`config.mk`:
```
export PLATFORM = sky130hd
export DESIGN_NAME = lpw_ctrl
export DESIGN_NICKNAME = d
export VERILOG_FILES = /design/src/rtl/lpw_pkg.sv /design/src/rtl/lpw_wake_eval.sv /design/src/rtl/lpw_stab_timer.sv /design/src/rtl/lpw_pad_idle.sv /design/src/rtl/lpw_ctrl.sv
export SDC_FILE = /design/constraint.sdc
export NUM_CORES = 1
export LEC_CHECK = 0
export BUFFER_PORTS_ARGS = -buffer_cell sky130_fd_sc_hd__buf_2
export CORE_MARGIN = 3
export CORE_UTILIZATION = 43
export CTS_CLUSTER_DIAMETER = 100
export CTS_CLUSTER_SIZE = 14
export DETAILED_ROUTE_END_ITERATION = 8
export PLACE_DENSITY = 0.9
export SKIP_LAST_GASP = 1
export SLEW_MARGIN = 20
export SYNTH_ARGS = -nofsm -noshare
export SYNTH_HDL_FRONTEND = slang
export SYNTH_SLANG_ARGS = --single-unit
```
`constraint.sdc`:
```
create_clock -name clk -period 10.1 [get_ports clk]
set_clock_uncertainty 0.05 [all_clocks]
set_input_delay 0.505 -clock clk [delete_from_list [all_inputs] [get_ports clk]]
set_output_delay 0.505 -clock clk [all_outputs]
set_load 0.01 [all_outputs]
```
`src/rtl/lpw_pkg.sv`:
```
// Shared types for the watch-state controller.
// Assumes: none; pure declarations.
package lpw_pkg;
    typedef enum logic [1:0] {
        ST_RUN   = 2'd0,
        ST_WATCH = 2'd1,
        ST_STAB  = 2'd2
    } lpw_state_e;

    localparam logic [1:0] PM_CODE_WATCH = 2'b10;
endpackage

```
`src/rtl/lpw_wake_eval.sv`:
```
// Wake evaluation: decides whether the current requests end the watch state
// and whether the waking request outranks the handler in service.
// Assumes: larger priority value = higher priority; NMI outranks everything.
module lpw_wake_eval #(
    parameter int IRQ_N  = 8,
    parameter int PRIO_W = 3
) (
    input  logic                    nmi_req,
    input  logic [IRQ_N-1:0]        irq_req,
    input  logic [IRQ_N-1:0]        irq_mask,
    input  logic [IRQ_N*PRIO_W-1:0] irq_prio,
    input  logic                    isr_active,
    input  logic [PRIO_W-1:0]       isr_prio,
    output logic                    wake,
    output logic                    grant
);
    logic [IRQ_N-1:0]  live;
    logic [PRIO_W-1:0] top_prio;

    assign live = irq_req & ~irq_mask;

    // Find the highest priority among unmasked pending lanes.
    always_comb begin
        top_prio = '0;
        for (int i = 0; i < IRQ_N; i++) begin
            if (live[i] && (irq_prio[i*PRIO_W +: PRIO_W] > top_prio))
                top_prio = irq_prio[i*PRIO_W +: PRIO_W];
        end
    end

    // Wake on any live source; acknowledge only if it outranks the handler.
    always_comb begin
        wake  = nmi_req || (|live);
        grant = nmi_req || ((|live) && (!isr_active || (top_prio > isr_prio)));
    end
endmodule

```
`src/rtl/lpw_stab_timer.sv`:
```
// Stabilization counter: counts oscillator cycles while enabled and flags
// the last cycle of the interval.
// Assumes: run stays high until done; cleared whenever run is low.
module lpw_stab_timer #(
    parameter int STAB_CYCLES = 5000
) (
    input  logic clk,
    input  logic rst_n,
    input  logic run,
    output logic done
);
    localparam int CNT_W = $clog2(STAB_CYCLES + 1);
    localparam logic [CNT_W-1:0] LAST = CNT_W'(STAB_CYCLES - 1);

    logic [CNT_W-1:0] cnt;

    // Count up while running, restart from zero otherwise.
    always_ff @(posedge clk) begin
        if (!rst_n || !run)
            cnt <= '0;
        else if (cnt != LAST)
            cnt <= cnt + 1'b1;
    end

    assign done = run && (cnt == LAST);
endmodule

```
`src/rtl/lpw_pad_idle.sv`:
```
// Pad idling: passes core bus signals through while running, forces the
// idle levels while asleep, masks wait and holds general outputs.
// Assumes: sleep is a registered state-derived signal.
module lpw_pad_idle #(
    parameter int DATA_W = 16,
    parameter int ADDR_W = 24,
    parameter int CS_N   = 3,
    parameter int IO_W   = 8
) (
    input  logic              clk,
    input  logic              rst_n,
    input  logic              sleep,
    input  logic [DATA_W-1:0] core_data_o,
    input  logic              core_data_oe,
    input  logic [ADDR_W-1:0] core_addr,
    input  logic              core_addr_oe,
    input  logic              core_rd_n,
    input  logic              core_uwr_n,
    input  logic              core_lwr_n,
    input  logic [CS_N-1:0]   core_cs_n,
    input  logic              core_clkout,
    input  logic [IO_W-1:0]   core_gpio,
    input  logic              ext_wait,
    output logic [DATA_W-1:0] pad_data_o,
    output logic              pad_data_oe,
    output logic [ADDR_W-1:0] pad_addr_o,
    output logic              pad_addr_oe,
    output logic              pad_rd_n,
    output logic              pad_uwr_n,
    output logic              pad_lwr_n,
    output logic [CS_N-1:0]   pad_cs_n,
    output logic              pad_clkout,
    output logic              core_wait,
    output logic [IO_W-1:0]   gpio_o
);
    logic [IO_W-1:0] gpio_hold;

    // Remember the general outputs of the last running cycle.
    always_ff @(posedge clk) begin
        if (!rst_n)
            gpio_hold <= '0;
        else if (!sleep)
            gpio_hold <= core_gpio;
    end

    // Select idle levels or core values for every pad.
    always_comb begin
        pad_data_o  = core_data_o;
        pad_addr_o  = core_addr;
        pad_data_oe = core_data_oe && !sleep;
        pad_addr_oe = core_addr_oe && !sleep;
        pad_rd_n    = core_rd_n  || sleep;
        pad_uwr_n   = core_uwr_n || sleep;
        pad_lwr_n   = core_lwr_n || sleep;
        pad_cs_n    = core_cs_n | {CS_N{sleep}};
        pad_clkout  = core_clkout && !sleep;
        core_wait   = ext_wait && !sleep;
        gpio_o      = sleep ? gpio_hold : core_gpio;
    end
endmodule

```
`src/rtl/lpw_ctrl.sv`:
```
// Watch-state controller top: sequences run, watch and stabilization,
// gates the core clocks and issues the acknowledge enable.
// Assumes: synchronous active-low reset; requests are level signals held
// by the interrupt controller until serviced.
module lpw_ctrl
    import lpw_pkg::*;
#(
    parameter int STAB_CYCLES = 5000,
    parameter int IRQ_N       = 8,
    parameter int PRIO_W      = 3,
    parameter int DATA_W      = 16,
    parameter int ADDR_W      = 24,
    parameter int CS_N        = 3,
    parameter int IO_W        = 8
) (
    input  logic                    clk,
    input  logic                    rst_n,
    input  logic                    pm_wr,
    input  logic [1:0]              pm_code,
    input  logic                    nmi_req,
    input  logic [IRQ_N-1:0]        irq_req,
    input  logic [IRQ_N-1:0]        irq_mask,
    input  logic [IRQ_N*PRIO_W-1:0] irq_prio,
    input  logic                    isr_active,
    input  logic [PRIO_W-1:0]       isr_prio,
    input  logic [DATA_W-1:0]       core_data_o,
    input  logic                    core_data_oe,
    input  logic [ADDR_W-1:0]       core_addr,
    input  logic                    core_addr_oe,
    input  logic                    core_rd_n,
    input  logic                    core_uwr_n,
    input  logic                    core_lwr_n,
    input  logic [CS_N-1:0]         core_cs_n,
    input  logic                    core_clkout,
    input  logic [IO_W-1:0]         core_gpio,
    input  logic                    ext_wait,
    output logic                    cpu_clk_en,
    output logic                    sys_clk_en,
    output logic                    in_watch,
    output logic                    ack_en,
    output logic [DATA_W-1:0]       pad_data_o,
    output logic                    pad_data_oe,
    output logic [ADDR_W-1:0]       pad_addr_o,
    output logic                    pad_addr_oe,
    output logic                    pad_rd_n,
    output logic                    pad_uwr_n,
    output logic                    pad_lwr_n,
    output logic [CS_N-1:0]         pad_cs_n,
    output logic                    pad_clkout,
    output logic                    core_wait,
    output logic [IO_W-1:0]         gpio_o
);
    lpw_state_e state;
    logic       ack_pend;
    logic       wake, grant, stab_done, sleep;

    lpw_wake_eval #(.IRQ_N(IRQ_N), .PRIO_W(PRIO_W)) u_wake (
        .nmi_req(nmi_req), .irq_req(irq_req), .irq_mask(irq_mask),
        .irq_prio(irq_prio), .isr_active(isr_active), .isr_prio(isr_prio),
        .wake(wake), .grant(grant)
    );

    lpw_stab_timer #(.STAB_CYCLES(STAB_CYCLES)) u_timer (
        .clk(clk), .rst_n(rst_n), .run(state == ST_STAB), .done(stab_done)
    );

    // Sequence run -> watch -> stabilization -> run; latch ack decision.
    always_ff @(posedge clk) begin
        if (!rst_n) begin
            state    <= ST_RUN;
            ack_pend <= 1'b0;
            ack_en   <= 1'b0;
        end else begin
            ack_en <= 1'b0;
            case (state)
                ST_RUN: begin
                    if (pm_wr && (pm_code == PM_CODE_WATCH))
                        state <= ST_WATCH;
                end
                ST_WATCH: begin
                    if (wake) begin
                        state    <= ST_STAB;
                        ack_pend <= grant;
                    end
                end
                ST_STAB: begin
                    if (stab_done) begin
                        state  <= ST_RUN;
                        ack_en <= ack_pend;
                    end
                end
                default: state <= ST_RUN;
            endcase
        end
    end

    assign sleep      = (state != ST_RUN);
    assign cpu_clk_en = !sleep;
    assign sys_clk_en = !sleep;
    assign in_watch   = (state == ST_WATCH);

    lpw_pad_idle #(.DATA_W(DATA_W), .ADDR_W(ADDR_W), .CS_N(CS_N), .IO_W(IO_W)) u_pads (
        .clk(clk), .rst_n(rst_n), .sleep(sleep),
        .core_data_o(core_data_o), .core_data_oe(core_data_oe),
        .core_addr(core_addr), .core_addr_oe(core_addr_oe),
        .core_rd_n(core_rd_n), .core_uwr_n(core_uwr_n), .core_lwr_n(core_lwr_n),
        .core_cs_n(core_cs_n), .core_clkout(core_clkout),
        .core_gpio(core_gpio), .ext_wait(ext_wait),
        .pad_data_o(pad_data_o), .pad_data_oe(pad_data_oe),
        .pad_addr_o(pad_addr_o), .pad_addr_oe(pad_addr_oe),
        .pad_rd_n(pad_rd_n), .pad_uwr_n(pad_uwr_n), .pad_lwr_n(pad_lwr_n),
        .pad_cs_n(pad_cs_n), .pad_clkout(pad_clkout),
        .core_wait(core_wait), .gpio_o(gpio_o)
    );
endmodule

```
==> results by group <==
Place
  – IO Port Bufs: 89
  – Pre-CTS worst setup slack: -0.0892 ns
  – Final GP Congestion: 0.907
  – Final HPWL DP: 5240 um
  – Post-placement cell count: 445

Logic synthesis
  – Yosys reg bits: 25
  – Cell variety after synth: 61
  – Post-synthesis sequential area ratio: 19.3%
  – Ys async rst share: 0%
  – Yosys top cell by area: dfxtp_1
  – Post-Syn Area: 2590 um^2
  – Top-area cell type share of the netlist area: 19.3%
  – Post-synth EDFFs: 0
  – Ranking of synthesized cells by area: dfxtp_1, buf_4, ha_1, and2_1, mux2_2
  – Syn Nets: 457
  – Top_reg_cell synth: dfxtp_1
  – Avg Inst Size Synth: 7.81 um^2
  – Synthesis warning total: 0
  – Post-synthesis cell count: 332

CTS
  – Num CTS Buffers: 3
  – Worst-case clock buffer depth: 2
  – Clock-pin transition on the worst setup and hold timing paths: 0.08 ns
  – Clock tree sinks: 25
  – H-tree Lvls: 1
  – CTS Root Cell: clkbuf_8
  – CTS tree: done
  – Worst-skew pair later-pin latency: 0.27 ns

Drt
  – Wire per inst: 14.1 um
  – Drt first pass iters: 4
  – DR iter-0 viols: 118
  – Final wirelength: 6390 um
  – Final ANT Viol Nets: 0
  – DR vias: 2,530
  – Number of vias per cell: 5.60
  – # DRC: 0

Worst setup path
  – Reg-to-reg startpoint: u_timer.cnt[0]
  – Cell family with most CP delay: compound AO/OA/AOI/OAI gates
  – Critical Path RT: 10.22 ns
  – CP most frequent cell: ha_1
  – Reg-to-reg slack, setup: 8.24 ns
  – RR Endpoint: u_timer.cnt[3]
  – WP data arrival: 9.62 ns
  – WP buf/inv: 1
  – Critical path launch point type: input port
  – Reg2reg path depth: 7
  – Setup crit end kind: register
  – Crit path max-delay cell type: ha_1
  – Kind of critical path: in2reg
  – Max Fanout on Critical Path: 7
  – Crit-path max cell delay: 0.36 ns

Worst hold path
  – Hold path endpoint: ack_en
  – Hold Path Depth: 1
  – Worst Hold Class: reg2reg
  – Hold Crit Start: ack_pend

Timing
  – Final Cycle Share: 94.1%
  – Rel. slew slack: 37.5%
  – Setup slack after layout: 0.600 ns
  – Setup_tns: 0 ns
  – Fmax: 105 MHz
  – Actual slew at the worst max-slew pin: 0.934 ns
  – Fin. Hold Viols: 0
  – Minimum period implied by the final worst setup slack: 9.50 ns
  – Count of final setup violators: 0
  – Slew Limit Fails: 0

GRT
  – Antenna violations before repair: 0
  – Largest net degree at the start of global routing: 16
  – Grt ovf: 0
  – GRT Overall Usage: 17.2%
  – Vias in the first global route: 2,500
  – First-pass GRT wire length: 10,500 um

Floorplan
  – I/O pins: 170
  – Initial core utilization: 45.7%
  – Core ar.: 5680 um^2
  – DIE WIDTH: 83.7 um
  – Die area: 7000 um^2
  – Die Y: 83.7 um
  – Row cnt: 27

Layout
  – Layout Cells excl Fill: 452
  – NumNets Final: 506
  – Share of layout cells above drive strength 1: 32.9%
  – Post-layout util: 51.0%
  – Layout Area Growth over Synthesis: 11.6%
  – # diodes: 0

Pwr
  – LEAKAGE: 0.00134 uW
  – Total power: 281 uW
  – PwrDens: 96.9 nW/um^2
  – Peak supply drop: 0.0000510 V

Status
  – Run status: completed

Run
  – Max-Cap Viols: 0
==> kinds of logic after synthesis <==
| logic type | after synthesis | share of synthesized area, % |
|---|---|---|
| simple gates | 137 | 28.8 |
| mux | 12 | 5.07 |
| flops | 25 | 19.3 |
| buf+inv | 64 | 15.8 |
| fa+ha+maj | 19 | 9.02 |
| compound gates | 67 | 19.3 |
| xor+xnor | 8 | 2.70 |
==> worst max-delay path by stage <==
stage / cells past startpoint / endpoint / slack, ns / startpoint
after CTS: 54 / ack_pend / 0.19 / irq_req[0]
after global routing: 54 / ack_pend / -0.07 / irq_req[0]
after floorplan: 54 / ack_pend / 1.06 / irq_req[0]
after detailed placement: 54 / ack_pend / -0.09 / irq_req[0]
after global placement: 54 / ack_pend / 0.36 / irq_req[0]
final: 54 / ack_pend / 0.60 / irq_mask[0]
==> cells in the mapped netlist, drive strengths merged (2+ instances only) <==
cell type  count
buf           43
nor2          28
dfxtp         25
and2          21
nand2         19
ha            17
inv           16
nand3         15
o21ai         13
a21oi         11
nor2b         11
mux2           9
or3            8
nand2b         7
nor3           7
xor2           6
a21o           5
clkbuf         5
nand4          5
a21boi         4
a31oi          4
nand4b         4
a22oi          3
and3           3
mux2i          3
nand3b         3
o211a          3
o31ai          3
a211o          2
a32oi          2
maj3           2
nor3b          2
o211ai         2
o21a           2
o21bai         2
xnor2          2
==> state kept, by name (all words and copies together) (netlist names) <==
register / flops
ack_en: 1
u_timer.cnt: 13
state: 2
ack_pend: 1
u_pads.gpio_hold: 8
==> repair_timing <==
item / 4_1_cts / 5_1_grt
hold buffers: 0 / 0
setup buffers: 0 / 3
resized for setup: 0 / 13
setup endpoints to repair: 0 / 1
==> per-layer routing <==
| layer | wire length [um] | part of all wire, % | up-vias | GRT usage, % |
|---|---|---|---|---|
| li1 | - | - | 1231 | - |
| met1 | 2590 | 40 | 1146 | 20.1 |
| met3 | 476 | 7.4 | 23 | 3.26 |
| met5 | 0 | 0 | - | 0 |
| met4 | 138 | 2.2 | 0 | 5.56 |
| met2 | 3190 | 50 | 130 | 31.2 |
==> cell usage in the layout, fill, tap and decap left out, drive strengths merged, types with 13 or more instances in the layout <==
| cell type | count |
|---|---|
| dfxtp | 25 |
| and2 | 21 |
| nor2 | 28 |
| o21ai | 13 |
| inv | 16 |
| buf | 92 |
| nand2 | 19 |
| nand3 | 15 |
| ha | 17 |
==> worst reg2reg max path: cells and delay by family (launching register included) <==
family / cells / cell delay [ns]
DFF: 1 / 0.37
and+or+nand+nor: 5 / 0.95
AOI/OAI and AO/OA: 1 / 0.14
adders and majority gates: 1 / 0.24
==> final cells by class <==
| type | count | area [um^2] |
|---|---|---|
| Clock buffer | 4 | 45.0 |
| Fill cell | 580 | 2780 |
| Multi-Input combinational cell | 243 | 1730 |
| Inverter | 16 | 60.1 |
| Tap cell | 72 | 90.1 |
| Sequential cell | 25 | 500 |
| Timing Repair Buffer | 92 | 468 |
==> power breakdown <==
| part | internal, uW | switching (uW) | leakage [uW] |
|---|---|---|---|
| Clock | 28.2 | 29.5 | 0.0000228 |
| Combinational | 57.8 | 62.9 | 0.00111 |
| Sequential | 101 | 1.03 | 0.000204 |
| Total | 187 | 93.4 | 0.00134 |
==> through the flow <==
step	hold WS, ns	cell area, um^2
3_5_place_dp	0.433	2780
5_1_grt	0.455	2900
2_1_floorplan	0.403	2590
6_report	0.441	2900
4_1_cts	0.440	2830
3_3_place_gp	0.426	2780
No activity file was read; power rests on OpenSTA's default activity.
